===== src/rtl/cbm_pkg.sv =====
package cbm_pkg;

    localparam int CPU_AW      = 16;
    localparam int DATA_W      = 8;
    localparam int ROM_BANK_W  = 9;
    localparam int RAM_BANK_W  = 4;
    localparam int ROM_PAGE_W  = 14;
    localparam int RAM_PAGE_W  = 13;
    localparam int ROM_AW      = ROM_BANK_W + ROM_PAGE_W;
    localparam int RAM_AW      = RAM_BANK_W + RAM_PAGE_W;
    localparam int FIVE_W      = 5;
    localparam int SEVEN_W     = 7;
    localparam logic [DATA_W-1:0] RAM_KEY = 8'h0A;

    typedef enum logic [1:0] {
        KIND_FIVE  = 2'd0,
        KIND_SEVEN = 2'd1,
        KIND_NINE  = 2'd2,
        KIND_NINE2 = 2'd3
    } kind_e;

    typedef enum logic [2:0] {
        TGT_NONE,
        TGT_UNLOCK,
        TGT_BANK_LO,
        TGT_BANK_TOP,
        TGT_UPPER,
        TGT_MODE
    } wtarget_e;

    typedef struct packed {
        logic [DATA_W-1:0]     ram_key;
        logic [ROM_BANK_W-1:0] rom_bank;
        logic [RAM_BANK_W-1:0] ram_bank;
        logic                  mode;
    } bank_state_t;

    function automatic wtarget_e decode_write(input logic [3:0] nib);
        case (nib)
            4'h0, 4'h1: return TGT_UNLOCK;
            4'h2:       return TGT_BANK_LO;
            4'h3:       return TGT_BANK_TOP;
            4'h4, 4'h5: return TGT_UPPER;
            4'h6, 4'h7: return TGT_MODE;
            default:    return TGT_NONE;
        endcase
    endfunction

    function automatic logic in_ram_window(input logic [2:0] top3);
        return top3 == 3'b101;
    endfunction

    function automatic logic is_nine(input kind_e k);
        return (k == KIND_NINE) || (k == KIND_NINE2);
    endfunction

endpackage


===== src/rtl/cbm_regs.sv =====
module cbm_regs
    import cbm_pkg::*;
(
    input  logic              clk,
    input  logic              rst,
    input  kind_e             kind,
    input  logic              wr,
    input  logic [3:0]        addr_nib,
    input  logic [DATA_W-1:0] wdata,
    output bank_state_t       state_q
);

    bank_state_t state_d;
    wtarget_e    tgt;
    logic        five_low_mode;

    assign tgt           = decode_write(addr_nib);
    assign five_low_mode = (kind == KIND_FIVE) && !state_q.mode;

    always_comb begin
        state_d = state_q;
        if (wr) begin
            case (tgt)
                TGT_UNLOCK: state_d.ram_key = wdata;
                TGT_BANK_LO, TGT_BANK_TOP: begin
                    if (kind == KIND_FIVE) begin
                        if (wdata[FIVE_W-1:0] == '0)
                            state_d.rom_bank[FIVE_W-1:0] = FIVE_W'(1);
                        else
                            state_d.rom_bank[FIVE_W-1:0] = wdata[FIVE_W-1:0];
                    end else if (kind == KIND_SEVEN) begin
                        state_d.rom_bank = '0;
                        if (wdata[SEVEN_W-1:0] == '0)
                            state_d.rom_bank[SEVEN_W-1:0] = SEVEN_W'(1);
                        else
                            state_d.rom_bank[SEVEN_W-1:0] = wdata[SEVEN_W-1:0];
                    end else if (tgt == TGT_BANK_LO) begin
                        state_d.rom_bank[DATA_W-1:0] = wdata;
                    end else begin
                        state_d.rom_bank[ROM_BANK_W-1] = wdata[0];
                    end
                end
                TGT_UPPER: begin
                    if (five_low_mode)
                        state_d.rom_bank[FIVE_W+1:FIVE_W] = wdata[1:0];
                    else
                        state_d.ram_bank = wdata[RAM_BANK_W-1:0];
                end
                TGT_MODE: state_d.mode = wdata[0];
                default: ;
            endcase
        end
    end

    always_ff @(posedge clk) begin
        if (rst) begin
            state_q.ram_key  <= '0;
            state_q.rom_bank <= ROM_BANK_W'(1);
            state_q.ram_bank <= '0;
            state_q.mode     <= 1'b0;
        end else begin
            state_q <= state_d;
        end
    end

endmodule


===== src/rtl/cbm_rom_map.sv =====
module cbm_rom_map
    import cbm_pkg::*;
(
    input  logic [CPU_AW-1:0]     addr,
    input  logic                  rd,
    input  logic [ROM_BANK_W-1:0] rom_bank,
    output logic                  rom_cs,
    output logic [ROM_AW-1:0]     rom_addr
);

    logic                  upper_page;
    logic [ROM_BANK_W-1:0] page_bank;

    assign upper_page = addr[ROM_PAGE_W];
    assign page_bank  = upper_page ? rom_bank : '0;
    assign rom_cs     = rd && !addr[CPU_AW-1];
    assign rom_addr   = {page_bank, addr[ROM_PAGE_W-1:0]};

endmodule


===== src/rtl/cbm_ram_map.sv =====
module cbm_ram_map
    import cbm_pkg::*;
(
    input  kind_e             kind,
    input  logic [CPU_AW-1:0] addr,
    input  logic              rd,
    input  logic              wr,
    input  bank_state_t       state,
    output logic              ram_cs,
    output logic [RAM_AW-1:0] ram_addr
);

    logic                  unlocked;
    logic                  hit;
    logic [RAM_BANK_W-1:0] eff_bank;

    assign unlocked = state.ram_key == RAM_KEY;
    assign hit      = in_ram_window(addr[CPU_AW-1:CPU_AW-3]);
    assign eff_bank = ((kind == KIND_FIVE) && !state.mode) ? '0 : state.ram_bank;
    assign ram_cs   = unlocked && hit && (rd || wr);
    assign ram_addr = {eff_bank, addr[RAM_PAGE_W-1:0]};

endmodule


===== src/rtl/cart_bank_mapper.sv =====
module cart_bank_mapper
    import cbm_pkg::*;
(
    input  logic                  clk,
    input  logic                  rst,
    input  logic [1:0]            ctrl_kind,
    input  logic [CPU_AW-1:0]     cpu_addr,
    input  logic                  cpu_wr,
    input  logic                  cpu_rd,
    input  logic [DATA_W-1:0]     cpu_wdata,
    output logic                  rom_cs,
    output logic [ROM_AW-1:0]     rom_addr,
    output logic                  ram_cs,
    output logic [RAM_AW-1:0]     ram_addr
);

    kind_e       kind;
    bank_state_t bank_q;

    assign kind = kind_e'(ctrl_kind);

    cbm_regs i_regs (
        .clk      (clk),
        .rst      (rst),
        .kind     (kind),
        .wr       (cpu_wr),
        .addr_nib (cpu_addr[CPU_AW-1:CPU_AW-4]),
        .wdata    (cpu_wdata),
        .state_q  (bank_q)
    );

    cbm_rom_map i_rom (
        .addr     (cpu_addr),
        .rd       (cpu_rd),
        .rom_bank (bank_q.rom_bank),
        .rom_cs   (rom_cs),
        .rom_addr (rom_addr)
    );

    cbm_ram_map i_ram (
        .kind     (kind),
        .addr     (cpu_addr),
        .rd       (cpu_rd),
        .wr       (cpu_wr),
        .state    (bank_q),
        .ram_cs   (ram_cs),
        .ram_addr (ram_addr)
    );

endmodule


===== config.mk =====
export PLATFORM = sky130hd
export DESIGN_NAME = cart_bank_mapper
export DESIGN_NICKNAME = d
export VERILOG_FILES = /design/src/rtl/cbm_pkg.sv /design/src/rtl/cbm_regs.sv /design/src/rtl/cbm_rom_map.sv /design/src/rtl/cbm_ram_map.sv /design/src/rtl/cart_bank_mapper.sv
export SDC_FILE = /design/constraint.sdc
export NUM_CORES = 1
export LEC_CHECK = 0
export BUFFER_PORTS_ARGS = -buffer_cell sky130_fd_sc_hd__buf_4
export CORE_MARGIN = 5
export CORE_UTILIZATION = 30
export CTS_CLUSTER_DIAMETER = 100
export CTS_CLUSTER_SIZE = 8
export DETAILED_ROUTE_END_ITERATION = 16
export GPL_TIMING_DRIVEN = 0
export PLACE_DENSITY_LB_ADDON = 0.05
export REMOVE_ABC_BUFFERS = 1
export SETUP_SLACK_MARGIN = 0.1
export SLEW_MARGIN = 0
export SYNTH_ARGS = -nofsm -noshare
export SYNTH_HDL_FRONTEND = slang
export SYNTH_SLANG_ARGS = --single-unit

===== constraint.sdc =====
create_clock -name clk -period 1.65 [get_ports clk]
set_input_delay 0 -clock clk [delete_from_list [all_inputs] [get_ports clk]]
set_output_delay 0 -clock clk [all_outputs]
set_load 0.005 [all_outputs]

# Word-level counts from Yosys, hierarchy flattened
# Memory sizes are Yosys's and may differ from the RTL's.
# Cells that the tools add are included.
# word_totals
register_bits	22
rom_bits	24
input_bits	30
memories	1
# classes
n_eq_ne	12
n_mux	12
bitwise	2
reduce_logical	21
# memory_table
name	words	width	rd	rd_clocked_by_memory_dff	write_ports	line	text
(no name shown)	8	3	1	0	0	cbm_pkg.sv:39	case (nib)
# ops
operator	n
9-bit 2-to-1 mux	2
5-bit 2-to-1 mux	2
3-bit == test (second input constant)	3
8-bit by 4-bit == test with 1-bit output (second input constant)	1
8-bit 2-to-1 mux	1
4-bit AND reduction	2
7-bit logical NOT	1
7-bit 2-to-1 mux	1
3-bit by 2-bit == test with 1-bit output (second input constant)	2
3-bit AND reduction	2
5-bit logical NOT	1
5-bit AND reduction	1
1-bit logical AND	4
2-bit 2-to-1 mux	2
4-bit 2-to-1 mux	1
2-bit by 1-bit inequality test with 1-bit output (second input constant)	2
2-bit one-hot mux with 2 select lines	1
2-bit AND reduction	2
2-bit nonzero test	2
3-bit by 1-bit == test with 1-bit output (second input constant)	1
3-bit 2-to-1 mux	1
3-bit by 1-bit inequality test with 1-bit output (second input constant)	1
3-bit nonzero test	1
2-bit by 1-bit == test with 1-bit output (second input constant)	1
other kinds (7)	9

# Logic depth before layout (Yosys ltp)
# An unclocked memory read counts as a cell.
# logic_depth
word_depth	7
depth_mapped	5
depth_no_buf	4

# Hierarchy
# A second synthesis with hierarchy kept.
# hier_totals
cells_unflattened	161
hier_area_um2	1311.3
# by_module_without_submodules
module	n_inst	cells_each	area_each_um2	seq_area_each_um2
cbm_regs	1	114	972.2	440.4
cbm_ram_map	1	23	171.4	0.0
cbm_rom_map	1	24	167.7	0.0

# Worst setup path before layout
# OpenSTA, ideal clock, no wires.
# synth_timing
kind	flip-flop to flip-flop
start	reg i_regs.state_q[0] in the netlist's numbering
end	reg i_regs.state_q[1] in the netlist's numbering
setup_ns	0.128
arrival_ns	1.139
required_time_ns	1.522
setup_slack_ns	0.384
stages_incl_launch_ff	5
path_buffers	0
synth_period_minus_slack_ns	1.266
path_cell_list	dfxtp_1 or3_4 nand3_1 mux2i_1 nor2_1
# synth_between
elab_chain_cells	4
# synth_rtl
element	line	text
start, declared	cbm_regs.sv:10	output bank_state_t state_q
start signal, assigned	cbm_regs.sv:62	state_q <= state_d;
1-bit logical NOT	cbm_regs.sv:18	assign five_low_mode = (kind == KIND_FIVE) && !state_q.mode;
1-bit logical AND	cbm_regs.sv:18	
1-bit NOT (no line)	-	
3-bit AND reduction (no line)	-	
# No other way between the ends.
# A chain may end at the register's enable or synchronous reset.

# Worst setup path in the final report
# layout_timing
start	reg i_regs.state_q[0] in the netlist's numbering
end	reg i_regs.state_q[3] in the netlist's numbering
# The elaborated chain is that of the path after synthesis.

==> flow_metrics.py <==
metrics = {
    "finish": {
        "syn_to_final_growth_pct": 14.9,
        "diodes": 0,
        "reg_top3": "i_regs.state_q: 22 flops",
        "drive_gt1_share_pct": 27.5,
        "top_register": "i_regs.state_q",
        "largest_reg_flops": 22,
        "final_area_sq_um": 1480,
        "num-nets-final": 198,
        "post-route-util_pct": 36.2,
    },
    "logic_synthesis": {
        "synth-edff-count": 0,
        "yosysTopAreaCell": "dfxtp_1",
        "yosys-top-cells-count": "buf_4 (28), nand2_1 (23), dfxtp_1 (22)",
        "synthArstFlopShare_pct": 0,
        "ys_warn_count": 0,
        "ys_seq_area_share_pct": 34.2,
        "syn_avg_cell_area_sq_um": 8.16,
        "synth_seq_cells": 22,
        "synth.most_common_cell": "buf_4",
        "synth_cells": 158,
        "synthTopCellsByArea": "dfxtp_1 (34%), buf_4 (16%), nand2_1 (6.7%)",
        "syn_area_sq_um": 1290,
        "synth_ff_type": "dfxtp_1",
        "synth_top_area_share_pct": 34.2,
        "yosysUniqueCellTypes": 33,
    },
    "placed_design": {
        "gp_congestion": 0.786,
        "placed_area_sq_um": 1390,
        "hpwl_mm": 2.56,
        "io_buffers": 35,
    },
    "pwr": {
        "power_frac_comb_pct": 12.6,
        "power.switching_uw": 256,
        "p_int_uw": 938,
        "p_per_area_nw_per_um2": 807,
        "pwr-share-clk_pct": 41.6,
        "ir_drop_uv": 284,
        "seq_power_share_pct": 45.8,
        "finalPower_uw": 1190,
        "sw_frac_of_total_pct": 21.4,
        "p_leak_uw": 0.000600,
    },
    "clock_network": {
        "clk_path_buf_depth": 2,
        "h-tree-depth": 1,
        "numCtsBuffers": 3,
        "clk_pin_slew_worst_paths_ps": 80,
        "cts_sinks": 22,
        "cts_tree": "built",
        "post_cts_buffers": 0,
        "cts_root_buffer": "clkbuf_8",
        "worst_skew_pair.late_latency_ps": 260,
    },
    "global_route": {
        "grtUsageTotal_pct": 12.9,
        "grt_start_max_net_pins": 23,
        "grt_overflow": 0,
        "first_global_vias": 1089,
        "grt_pass1_wl_mm": 5.55,
        "antenna_found_initial": 0,
    },
    "die": {
        "die_h_um": 75.5,
        "die-area_sq_um": 5710,
        "design.core.area_sq_um": 4090,
        "pin_count": 72,
        "rows": 23,
        "die_w_um": 75.5,
        "initial_utilization_pct": 31.5,
    },
    "job": {
        "cap_violations": 0,
    },
    "worst_setup_path": {
        "path_class": "reg2reg",
        "required_ps": 1800,
        "r2r_cells": 4,
        "arrival_ps": 1550,
        "timing.rr.end": "i_regs.state_q[3]",
        "timing.reg2reg.setup_slack_ps": 250,
        "path_max_fanout": 6,
        "end_kind": "register",
        "timing.rr.start": "i_regs.state_q[0]",
        "cp-start-kind": "register",
    },
    "drt": {
        "vias_per_cell": 4.90,
        "wl_per_cell_um": 15.4,
        "wl_mm": 3.34,
        "vias": 1064,
        "drtIter0Drc": 68,
        "route.detailed.drc": 0,
        "ant_nets": 0,
        "drtPass1Iterations": 4,
    },
    "timing": {
        "final_max_slew_viol_count": 0,
        "setup_viol": 0,
        "fin_crit_ps": 1400,
        "post-route-period-util_pct": 84.6,
        "maxSlewHeadroom_pct": 45.9,
        "final_hold_viol_count": 0,
        "max_freq_mhz": 717,
        "fin_setup_tns_ps": 0,
        "max_slew.worst_pin.slew_ps": 805,
        "final.setup_skew_ps": 0.840,
        "rsz0062_at_grt": "false",
    },
    "worst_hold_path": {
        "hold_depth": 0,
        "whs_endpoint": "ram_addr[10]",
        "hold_class": "in2out",
        "min_from": "cpu_addr[10]",
    },
    "run_status": {
        "status": "finished clean",
    },
}
==> what timing repair did <==
action                    4_1_cts  5_1_grt
hold buffers                    2        0
hold endpoints to repair        2        0
resized for setup               0        0
==> layer usage <==
metal  GRT usage (%)  part of all wire [%]  vias to the layer above
met4            4.66                   1.2                        0
met1            16.9                    44                      488
met3            5.94                   9.3                        4
met5               0                     0                        -
met2            18.5                    45                       43
li1                -                     -                      529
==> logic make-up (layout without fill, tap and decap cells) <==
logic type | Yosys count | after routing | synth area share, %
AOI/OAI and AO/OA | 26 | 26 | 12.7
DFF | 22 | 22 | 34.2
muxes | 5 | 5 | 3.88
buffers and inverters | 34 | 43 | 18.1
and+or+nand+nor | 71 | 71 | 31.2
==> through the flow <==
step	worst slack, ps	std cells	hold WS [ps]
final	255	217	0.0832
after global routing	168	217	0.0777
after CTS	240	217	0.146
after detailed placement	255	211	0.146
after global placement	286	211	0.146
after floorplan	397	126	0
==> critical path: stages (launching register included) <==
cell and delay (ps):
dfxtp_1 330, or3_4 420, nand3_1 250, mux2i_1 230, nor2_1 60
==> worst max-delay path by stage <==
stage | to | slack (ps) | start
after global routing | i_regs.state_q[3] | 170 | i_regs.state_q[0]
after CTS | i_regs.state_q[3] | 240 | i_regs.state_q[0]
final | i_regs.state_q[3] | 250 | i_regs.state_q[0]
after detailed placement | i_regs.state_q[3] | 260 | i_regs.state_q[0]
after floorplan | i_regs.state_q[1] | 400 | i_regs.state_q[0]
after global placement | i_regs.state_q[1] | 290 | i_regs.state_q[0]
==> power by group through the flow <==
stage          Sequential, uW  Clock [uW]  Combinational (uW)
3_5_place_dp              560           0                 149
2_1_floorplan             558           0                54.7
5_1_grt                   548         541                 168
4_1_cts                   547         518                 153
3_3_place_gp              559           0                 148
6_report                  547         497                 150
==> final cells by class <==
| class | instances | area, sq um |
|---|---|---|
| flip-flops and latches | 22 | 440 |
| inverters | 2 | 7.51 |
| fillers | 457 | 2610 |
| multi-input cells | 102 | 616 |
| clock buffers | 3 | 41.3 |
| clock inverters | 1 | 30.0 |
| repair buffers | 37 | 283 |
| well taps | 50 | 62.6 |
==> layout by cell type (no fill, tap or decap), drive strengths merged <==
cell	synthesis	layout
nor3	2	2
clkbuf	4	3
dfxtp	22	22
nand3b	2	2
o31ai	1	1
nor4b	1	1
nand2b	1	1
dlygate4sd3	0	2
a221oi	2	2
mux2i	5	5
nor4bb	1	1
and2	13	13
nand4bb	1	1
bufinv	0	1
nand3	5	5
nor2b	2	2
nand4	2	2
nor2	8	8
and4bb	1	1
or4	1	1
nand2	24	24
nor3b	4	4
or2	1	1
o21bai	1	1
buf	28	35
a21oi	15	15
a211oi	1	1
o21ai	5	5
inv	2	2
o2111a	1	1
or3	2	2
Power figures use the tool's default switching activity.
